==> src/rtl/rtc_lc_pkg.sv <==
package rtc_lc_pkg;

  typedef enum logic [1:0] {
    LC_INIT     = 2'b00,
    LC_NONVALID = 2'b01,
    LC_VALID    = 2'b10,
    LC_FAIL     = 2'b11
  } lc_state_e;

  // control bit positions
  localparam int C_SWR     = 0;
  localparam int C_EN      = 3;
  localparam int C_SV      = 10;
  localparam int C_NSA     = 11;
  localparam int C_NVX_IE  = 12;
  localparam int C_INX_IE  = 13;
  localparam int C_NVX_REQ = 14;
  localparam int C_INX_REQ = 15;

  // status bit positions
  localparam int S_PGD      = 1;
  localparam int S_CTD      = 2;
  localparam int S_MODE_LO  = 10;
  localparam int S_STATE_LO = 12;
  localparam int S_NVX      = 14;
  localparam int S_INX      = 15;

  // sticky flag indices
  localparam int F_PGD  = 0;
  localparam int F_CTD  = 1;
  localparam int F_INX  = 2;
  localparam int F_NVX  = 3;
  localparam int NFLAGS = 4;

  // register addresses
  localparam int A_CTRL   = 0;
  localparam int A_STAT   = 1;
  localparam int A_GLITCH = 2;

  localparam logic [1:0] MODE_LOW = 2'b00;

endpackage

==> src/rtl/rtc_lc_flags.sv <==
module rtc_lc_flags #(
  parameter int NF = 4,
  parameter logic [NF-1:0] RST_VAL = '0
) (
  input  logic          clk,
  input  logic          rst,
  input  logic          swr,
  input  logic [NF-1:0] set_i,
  input  logic [NF-1:0] clr_i,
  output logic [NF-1:0] flag_q,
  output logic [NF-1:0] flag_d
);

  for (genvar i = 0; i < NF; i++) begin : g_flag
    always_comb begin
      if (swr) flag_d[i] = RST_VAL[i];
      else     flag_d[i] = (flag_q[i] & ~clr_i[i]) | set_i[i];
    end

    always_ff @(posedge clk) begin
      if (rst) flag_q[i] <= RST_VAL[i];
      else     flag_q[i] <= flag_d[i];
    end


    set_wins_chk: assert property (@(posedge clk) disable iff (rst)
      (set_i[i] && !swr) |=> flag_q[i]);
  end

endmodule

==> src/rtl/rtc_lc_fsm.sv <==
module rtc_lc_fsm
  import rtc_lc_pkg::*;
(
  input  logic      clk,
  input  logic      rst,
  input  logic      swr,
  input  logic      init_cmd,
  input  logic      nv_cmd,
  input  logic      armed,
  input  logic      inx_flag,
  input  logic      fault_evt,
  output lc_state_e state_q,
  output lc_state_e state_d,
  output logic      inx_set,
  output logic      nvx_set,
  output logic      sv_set
);

  always_comb begin
    state_d = state_q;
    inx_set = 1'b0;
    nvx_set = 1'b0;
    sv_set  = 1'b0;
    if (swr) begin
      state_d = LC_INIT;
    end else begin
      unique case (state_q)
        LC_INIT: if (init_cmd && armed) begin
          state_d = LC_NONVALID;
          inx_set = 1'b1;
        end
        LC_NONVALID: if (nv_cmd && armed && inx_flag) begin
          state_d = LC_VALID;
          nvx_set = 1'b1;
        end
        LC_VALID: if (fault_evt) begin
          state_d = LC_FAIL;
          sv_set  = 1'b1;
        end
        default: state_d = LC_FAIL;
      endcase
    end
  end

  always_ff @(posedge clk) begin
    if (rst) state_q <= LC_INIT;
    else     state_q <= state_d;
  end


  fail_hold_chk: assert property (@(posedge clk) disable iff (rst)
    (state_q == LC_FAIL && !swr) |=> state_q == LC_FAIL);

  swr_init_chk: assert property (@(posedge clk) disable iff (rst)
    swr |=> state_q == LC_INIT);

  init_step_chk: assert property (@(posedge clk) disable iff (rst)
    (state_q == LC_INIT && !swr) |=> (state_q == LC_INIT || state_q == LC_NONVALID));

  nv_gate_chk: assert property (@(posedge clk) disable iff (rst)
    (state_q == LC_NONVALID && !inx_flag) |=> state_q != LC_VALID);

  unarmed_init_chk: assert property (@(posedge clk) disable iff (rst)
    (state_q == LC_INIT && !armed) |=> state_q == LC_INIT);

endmodule

==> src/rtl/rtc_lifecycle_seq.sv <==
module rtc_lifecycle_seq
  import rtc_lc_pkg::*;
#(
  parameter int DATA_W = 32,
  parameter int ADDR_W = 2,
  parameter int CTRL_W = 16,
  parameter logic [DATA_W-1:0] GLITCH_MAGIC = 32'h41736166
) (
  input  logic              clk,
  input  logic              rst,
  input  logic              wr_en,
  input  logic [ADDR_W-1:0] wr_addr,
  input  logic [DATA_W-1:0] wr_data,
  input  logic [ADDR_W-1:0] rd_addr,
  output logic [DATA_W-1:0] rd_data,
  input  logic [1:0]        sec_mode,
  input  logic              tamper_evt,
  input  logic              glitch_evt,
  output logic [1:0]        state_o,
  output logic              count_en,
  output logic              irq
);

  localparam int PAD_W = DATA_W - CTRL_W;
  localparam logic [NFLAGS-1:0] FLAG_RST = NFLAGS'(1) << F_PGD;

  logic [CTRL_W-1:0] ctrl_q, ctrl_d;
  logic [DATA_W-1:0] glitch_q, glitch_d;
  logic [DATA_W-1:0] stat_w;
  logic [NFLAGS-1:0] flag_q, flag_d, flag_set, flag_clr;
  logic              wr_ctrl, wr_stat, wr_glt, swr;
  logic              init_cmd, nv_cmd, armed_q, armed_d, fault_evt;
  logic              inx_set, nvx_set, sv_set;
  lc_state_e         state_q, state_d;

  // write decode
  assign wr_ctrl  = wr_en && (wr_addr == ADDR_W'(A_CTRL));
  assign wr_stat  = wr_en && (wr_addr == ADDR_W'(A_STAT));
  assign wr_glt   = wr_en && (wr_addr == ADDR_W'(A_GLITCH));
  assign swr      = wr_ctrl && wr_data[C_SWR];
  assign init_cmd = wr_ctrl && wr_data[C_INX_REQ] && wr_data[C_NSA];
  assign nv_cmd   = init_cmd && wr_data[C_NVX_REQ] && wr_data[C_EN];

  // glitch word
  always_comb begin
    if (swr)         glitch_d = '0;
    else if (wr_glt) glitch_d = wr_data;
    else             glitch_d = glitch_q;
  end
  assign armed_q   = (glitch_q == GLITCH_MAGIC);
  assign armed_d   = (glitch_d == GLITCH_MAGIC);
  assign fault_evt = tamper_evt | glitch_evt | ~armed_q;

  rtc_lc_fsm u_fsm (
    .clk       (clk),
    .rst       (rst),
    .swr       (swr),
    .init_cmd  (init_cmd),
    .nv_cmd    (nv_cmd),
    .armed     (armed_q),
    .inx_flag  (flag_q[F_INX]),
    .fault_evt (fault_evt),
    .state_q   (state_q),
    .state_d   (state_d),
    .inx_set   (inx_set),
    .nvx_set   (nvx_set),
    .sv_set    (sv_set)
  );

  // sticky flags
  always_comb begin
    flag_set        = '0;
    flag_set[F_PGD] = glitch_evt | ~armed_d;
    flag_set[F_CTD] = tamper_evt;
    flag_set[F_INX] = inx_set;
    flag_set[F_NVX] = nvx_set;
    flag_clr        = '0;
    if (wr_stat) begin
      flag_clr[F_PGD] = wr_data[S_PGD];
      flag_clr[F_CTD] = wr_data[S_CTD];
      flag_clr[F_INX] = wr_data[S_INX];
      flag_clr[F_NVX] = wr_data[S_NVX];
    end
  end

  rtc_lc_flags #(.NF(NFLAGS), .RST_VAL(FLAG_RST)) u_flags (
    .clk    (clk),
    .rst    (rst),
    .swr    (swr),
    .set_i  (flag_set),
    .clr_i  (flag_clr),
    .flag_q (flag_q),
    .flag_d (flag_d)
  );

  // control register: bit0 self-clears, bit10 is set by hardware only
  always_comb begin
    ctrl_d = ctrl_q;
    if (swr) begin
      ctrl_d = '0;
    end else begin
      if (wr_ctrl) begin
        ctrl_d        = wr_data[CTRL_W-1:0];
        ctrl_d[C_SWR] = 1'b0;
        ctrl_d[C_SV]  = ctrl_q[C_SV];
      end
      if (sv_set) ctrl_d[C_SV] = 1'b1;
    end
  end

  // status view
  always_comb begin
    stat_w                      = '0;
    stat_w[S_PGD]               = flag_q[F_PGD];
    stat_w[S_CTD]               = flag_q[F_CTD];
    stat_w[S_MODE_LO +: 2]      = sec_mode;
    stat_w[S_STATE_LO +: 2]     = state_q;
    stat_w[S_NVX]               = flag_q[F_NVX];
    stat_w[S_INX]               = flag_q[F_INX];
  end

  always_ff @(posedge clk) begin
    if (rst) begin
      ctrl_q   <= '0;
      glitch_q <= '0;
      rd_data  <= '0;
      count_en <= 1'b0;
      irq      <= 1'b0;
    end else begin
      ctrl_q   <= ctrl_d;
      glitch_q <= glitch_d;
      unique case (rd_addr)
        ADDR_W'(A_CTRL):   rd_data <= {{PAD_W{1'b0}}, ctrl_q};
        ADDR_W'(A_STAT):   rd_data <= stat_w;
        ADDR_W'(A_GLITCH): rd_data <= glitch_q;
        default:           rd_data <= '0;
      endcase
      count_en <= ctrl_d[C_EN] &&
                  (state_d == LC_VALID ||
                   (sec_mode == MODE_LOW && state_d != LC_FAIL));
      irq      <= (flag_d[F_INX] & ctrl_d[C_INX_IE]) |
                  (flag_d[F_NVX] & ctrl_d[C_NVX_IE]);
    end
  end

  assign state_o = state_q;


  fail_no_count_chk: assert property (@(posedge clk) disable iff (rst)
    (state_q == LC_FAIL) |-> !count_en);

  sv_sticky_chk: assert property (@(posedge clk) disable iff (rst)
    (ctrl_q[C_SV] && !swr) |=> ctrl_q[C_SV]);

  irq_map_chk: assert property (@(posedge clk) disable iff (rst)
    irq == ((flag_q[F_INX] && ctrl_q[C_INX_IE]) || (flag_q[F_NVX] && ctrl_q[C_NVX_IE])));

  valid_flag_chk: assert property (@(posedge clk) disable iff (rst)
    (state_q == LC_VALID && $past(state_q) == LC_NONVALID) |-> flag_q[F_NVX]);

  swr_clear_chk: assert property (@(posedge clk) disable iff (rst)
    swr |=> (ctrl_q == '0 && glitch_q == '0));

endmodule

==> config.mk <==
export PLATFORM = sky130hd
export DESIGN_NAME = rtc_lifecycle_seq
export DESIGN_NICKNAME = d
export VERILOG_FILES = /design/src/rtl/rtc_lc_pkg.sv /design/src/rtl/rtc_lc_flags.sv /design/src/rtl/rtc_lc_fsm.sv /design/src/rtl/rtc_lifecycle_seq.sv
export SDC_FILE = /design/constraint.sdc
export NUM_CORES = 1
export LEC_CHECK = 0
export BUFFER_PORTS_ARGS = -buffer_cell sky130_fd_sc_hd__buf_2
export CAP_MARGIN = 20
export CORE_MARGIN = 4
export CORE_UTILIZATION = 41
export DETAILED_ROUTE_END_ITERATION = 7
export GPL_TIMING_DRIVEN = 0
export PLACE_DENSITY = 0.63
export SETUP_SLACK_MARGIN = 0.3
export SLEW_MARGIN = 10
export SYNTH_ARGS = -nofsm -noshare
export SYNTH_HDL_FRONTEND = slang
export SYNTH_SLANG_ARGS = --single-unit
==> constraint.sdc <==
create_clock -name clk -period 1.98 [get_ports clk]
set_input_delay 0.396 -clock clk [delete_from_list [all_inputs] [get_ports clk]]
set_output_delay 0.396 -clock clk [all_outputs]
set_load 0.02 [all_outputs]
Word level (Yosys, flattened, before mapping)
Cells that the tools add are included.

word-level totals
  register bits = 87
  logic and storage cells = 84

cells by class
  eq/ne operators = 10
  multiplexer cells = 23
  bitwise operators = 20
  reductions and logical operators = 19

operators with widths
  cell                    number
  $pmux W32 S3            1
  $eq A32 B31 Y1 const B  2
  $mux W32                2
  $mux W14                2
  $logic_and A1 B1 Y1     13
  $mux W1                 12
  $eq A2 B2 Y1 const B    4
  $logic_not A2 Y1        4
  $mux W2                 4
  $or A1 B1 Y1            8
  $and A1 B1 Y1           6
  $eq A2 B1 Y1 const B    3
  $not A1 Y1              6
  $pmux W2 S3             1
  $mux W4                 1
  $ne A2 B2 Y1 const B    1
  $reduce_or A2 Y1        1
  $logic_or A1 B1 Y1      1

Longest topological paths before layout
  depth in word-level cells = 15
  mapped depth = 6

By module
From an unflattened synthesis, not the netlist that was laid out.

second synthesis, totals
  cells, all modules = 403
  area, all modules = 3457.1 µm²

modules (own cells, without submodules)
  module             instances  cells each  area an instance (µm²)
  rtc_lifecycle_seq  1          364         3118.0
  rtc_lc_flags       1          22          183.9
  rtc_lc_fsm         1          17          155.1

Worst setup path after synthesis
No wires, ideal clock.

  path type = register to register
  start = register glitch_q[13]
  end = register ctrl_q[10]
  data arrival time = 1.714 ns
  required time = 1.848 ns
  setup slack = 0.134 ns
  cell stages (with the launch flop) = 6
  buffers on the path = 0
  cell sequence = dfxtp_1 or3b_1 or4_1 nand4b_4 o311ai_1 a21oi_1

on the way
  longest elaborated chain between the ends = 7

RTL lines
  what                    line                      source
  from (decl)             rtc_lifecycle_seq.sv:28   logic [DATA_W-1:0] glitch_q, glitch_d;
  from (signal assigned)  rtc_lifecycle_seq.sv:131  glitch_q <= glitch_d;
  $eq A32 B31 Y1 *        rtc_lifecycle_seq.sv:50   assign armed_q = (glitch_q == GLITCH_MAGIC);
  $not A1 Y1 *            rtc_lifecycle_seq.sv:52   assign fault_evt = tamper_evt | glitch_evt | ~armed_q;
  $or A1 B1 Y1 *          rtc_lifecycle_seq.sv:52
  $mux W1 *               rtc_lc_fsm.sv:36          LC_VALID: if (fault_evt) begin
  $mux W1 *               rtc_lc_fsm.sv:27          unique case (state_q)
  $mux W1 *               rtc_lc_fsm.sv:24          if (swr) begin
  $mux W1                 rtc_lifecycle_seq.sv:107  if (sv_set) ctrl_d[C_SV] = 1'b1;
  to (signal assigned)    rtc_lifecycle_seq.sv:130  ctrl_q <= ctrl_d;
  to (decl)               rtc_lifecycle_seq.sv:27   logic [CTRL_W-1:0] ctrl_q, ctrl_d;

Every way passes the cells marked *; elsewhere a longest branch is shown, timed or not.
A chain may end at the register's enable or synchronous reset.

Worst setup path after layout
  start = register glitch_q[28]
  end = register count_en

on the way
  longest elaborated chain between the ends = 10
  elaborated cells on any way between the ends = 16
  those cells by class = eq/ne (3); mux (5); bitwise (2); reduce/logical (6)

RTL lines
  what                                                 line                                       source
  $eq A32 B31 Y1 *                                     rtc_lifecycle_seq.sv:50
  $not A1 Y1 or $logic_and A1 B1 Y1 (tied branches)    rtc_lifecycle_seq.sv:52, rtc_lc_fsm.sv:32
  $or A1 B1 Y1 or $logic_and A1 B1 Y1 (tied branches)  rtc_lifecycle_seq.sv:52, rtc_lc_fsm.sv:32
  $mux W2, on equally long branches                    rtc_lc_fsm.sv:36, rtc_lc_fsm.sv:32
  $pmux W2 S3 *                                        rtc_lc_fsm.sv:27
  $mux W2 *                                            rtc_lc_fsm.sv:24
  $ne A2 B2 Y1                                         rtc_lifecycle_seq.sv:140                   (sec_mode == MODE_LOW && state_d != LC_FAIL));
  $logic_and A1 B1 Y1                                  rtc_lifecycle_seq.sv:140
  $logic_or A1 B1 Y1 *                                 rtc_lifecycle_seq.sv:139                   (state_d == LC_VALID ||
  $logic_and A1 B1 Y1 *                                rtc_lifecycle_seq.sv:138                   count_en <= ctrl_d[C_EN] &&
  to (signal assigned)                                 rtc_lifecycle_seq.sv:138
  to (decl)                                            rtc_lifecycle_seq.sv:20                    output logic count_en,

Marked as above.

==> impl_metrics.json <==
{
  "p_sw_w": 0.0008260,
  "synth_ff_type": "dfxtp_1",
  "reg2reg_to": "count_en",
  "ctsHoldBuffers": 0,
  "seqPwrFrac": 0.523,
  "numClockSinks": 87,
  "postRouteAntennaNets": 0,
  "clk_pin_slew_ns": 0.08,
  "cts_root_buffer": "clkbuf_8",
  "grt_max_degree": 14,
  "hold_viol_final": 0,
  "hold_path.class": "in -> reg",
  "period_needed_ns": 1.940,
  "setup_viol": 0,
  "cp_data_required_time_ns": 2.29,
  "maxUsedRoutingLayer": "met4",
  "die-area_mm2": 0.01011,
  "status": "complete, no violations",
  "antenna_cells": 0,
  "yosysSeqAreaShare": 0.4959,
  "fmax_mhz": 515.4,
  "synth.top_cell.area_share": 0.4959,
  "syn_nets": 434,
  "dr_total_vias": 3184,
  "p_comb_frac": 0.089,
  "die_h_um": 100.6,
  "num-nets-final": 527,
  "drt-pass1-iter-count": 5,
  "whs_ns": 0.2712,
  "dpl.hpwl_um": 7552,
  "tns_ns": 0,
  "clk_latency_ns": 0.35,
  "cts_inserted_buffers": 9,
  "irDropWorstVdd_uv": 329.4,
  "reg2reg_depth": 6,
  "via_per_inst": 5.369,
  "postLayoutCoreUtil": 0.5262,
  "wl_per_cell_um": 16.83,
  "min_to": "ctrl_q[13]",
  "core_area_mm2": 0.008258,
  "die_w_um": 100.6,
  "crit_type": "reg -> reg",
  "synth_cells": 391,
  "clock_power_share": 0.388,
  "wirelength_um": 9983,
  "grt_pass1_wl_um": 15900,
  "fin_ws_ns": 0.03970,
  "end_kind": "flop",
  "place_congestion": 0.9126,
  "maxSlewViolCount": 0,
  "antenna_found_initial": 0,
  "area_growth_pct": 23.73,
  "start_util": 0.4253,
  "p_leak_nw": 1.786,
  "pre_cts_ws_ns": -0.2305,
  "tightest_slew_ns": 0.6840,
  "synth_seq_cells": 87,
  "avgSynthCellArea_um2": 8.982,
  "synth_edf_count": 0,
  "whs_path_depth": 2,
  "cts.path.max_buffers": 2,
  "start_kind": "flop",
  "max-cap-violations": 0,
  "p_int_w": 0.002644,
  "rows": 33,
  "drive_gt1_frac": 0.2643,
  "powerDensity_mw_per_mm2": 798.5,
  "htree_levels": 3,
  "swShare": 0.2381,
  "grt_overflow_total": 0,
  "dr.first_iter.drc_count": 244,
  "synth-async-reset-ratio": 0,
  "syn_area_mm2": 0.003512,
  "layout.cells.non_filler": 593,
  "drc": 0,
  "wl_met3_um": 630,
  "port_buffers": 76,
  "slew_headroom": 0.5440,
  "final.setup_skew_ns": 0.008201,
  "synthDistinctLibCells": 56,
  "tritoncts": "done",
  "route.met2.wl_um": 4572,
  "rsz0062_at_grt": "yes",
  "yosys_warnings": 0,
  "drt-met1-wl_um": 4564,
  "ios": 79,
  "reg2reg_slack_ns": 0.04,
  "num-fill-cells": 784,
  "worstReg2RegStart": "glitch_q[28]",
  "synth.largest_area_cell": "dfxtp_1",
  "place_inst": 572,
  "grt_usage": 0.2033,
  "cp_max_fo": 5,
  "cp.arrival_ns": 2.25,
  "finalCritPeriodShare": 0.9800,
  "hold_start": "rst",
  "synth_area_leaders": "dfxtp_1 (50%), nand2_1 (6.5%), a21oi_1 (5.7%)",
  "grt_pass1_vias": 3092
}
[critical path: stages (launching register included)]
cell and delay (ns):
dfxtp_2 0.33, or3b_4 0.39, or4_4 0.42, nand4b_4 0.26
buf_6 0.17, o211ai_1 0.16, o211a_1 0.16
[metal layers]
metal | vias up | GRT usage
li1 | 1540 | -
met1 | 1497 | 0.2784
met2 | 128 | 0.3201
met3 | 19 | 0.03737
met4 | 0 | 0.07461
met5 | - | 0
[flip-flops by register name, summed over array words and instances, names as in the netlist]
register and cells:
rd_data 32, ctrl_q 15, u_fsm.state_q 2, count_en 1
u_flags.flag_q 4, irq 1, glitch_q 32
[stage by stage]
stage | instance area, µm² | power, W
after CTS | 4303 | 0.003479
after floorplan | 3515 | 0.002010
after global routing | 4345 | 0.003605
final | 4345 | 0.003470
after global placement | 4026 | 0.002142
after detailed placement | 4026 | 0.002146
[synth_stat cells, drive strengths merged (2+ instances only)]
cell	n
buf	3
a22oi	17
nor2	52
nand3b	7
clkbuf	19
dfxtp	87
o21ai	4
nand4bb	3
a31oi	2
or3b	2
o32ai	2
nand4b	2
o31ai	2
mux2i	18
a22o	2
inv	8
nand2	61
and3b	2
and4	2
a21oi	40
nand4	2
nor3b	4
o211ai	2
or4	2
nor2b	5
or2	2
nor4	3
nand3	2
and2	16
[power groups by stage]
stage                     logic (W)  registers (W)  clock network (W)
after floorplan            0.000154        0.00186                  0
after global placement     0.000288        0.00185                  0
after detailed placement   0.000290        0.00186                  0
after CTS                  0.000298        0.00181            0.00137
after global routing       0.000335        0.00182            0.00145
final                      0.000308        0.00181            0.00135
[area by class of cell]
cell class / instances / area, µm² / share of cell area
clock buffers: 12 / 145.1 / 0.03340
well taps: 105 / 131.4 / 0.03023
multi-input cells: 274 / 1684 / 0.3876
flip-flops and latches: 87 / 1749 / 0.4025
inverters: 8 / 30.03 / 0.006910
plain buffers: 22 / 108.9 / 0.02505
clock inverters: 3 / 67.56 / 0.01555
repair buffers: 82 / 429.2 / 0.09876
[how the worst max path moves through the flow]
stage	from	end	cells past startpoint
2_1_floorplan	glitch_q[13]	ctrl_q[10]	5
3_3_place_gp	wr_addr[1]	ctrl_q[10]	6
3_5_place_dp	wr_addr[0]	glitch_q[30]	7
4_1_cts	glitch_q[28]	count_en	6
5_1_grt	glitch_q[28]	count_en	6
6_report	glitch_q[28]	count_en	6
[timing repair]
action,in CTS,in global routing
gates resized for setup,12,18
endpoints found under the setup margin,49,44
pin swaps,3,5
buffers inserted,4,2
[placed cells by master, fill, tap and decap left out, types with 3 or more instances in the layout]
cell / count
mux2i_1: 18
clkbuf_2: 8
inv_1: 8
dfxtp_1: 81
a22oi_1: 17
clkbuf_8: 10
buf_4: 6
clkbuf_1: 12
dfxtp_2: 6
nand2_1: 61
nand3b_1: 7
nor2_1: 49
nor3b_1: 3
nor2b_1: 3
a21oi_1: 40
and2_1: 16
buf_2: 77
o21ai_0: 4
[logic make-up after synthesis]
family,after synthesis,synth area share
flops,87,0.4959
simple gates,175,0.2654
mux,18,0.05130
buf+inv,30,0.03562
compound gates,81,0.1518
No activity file was read; power rests on OpenSTA's default activity.
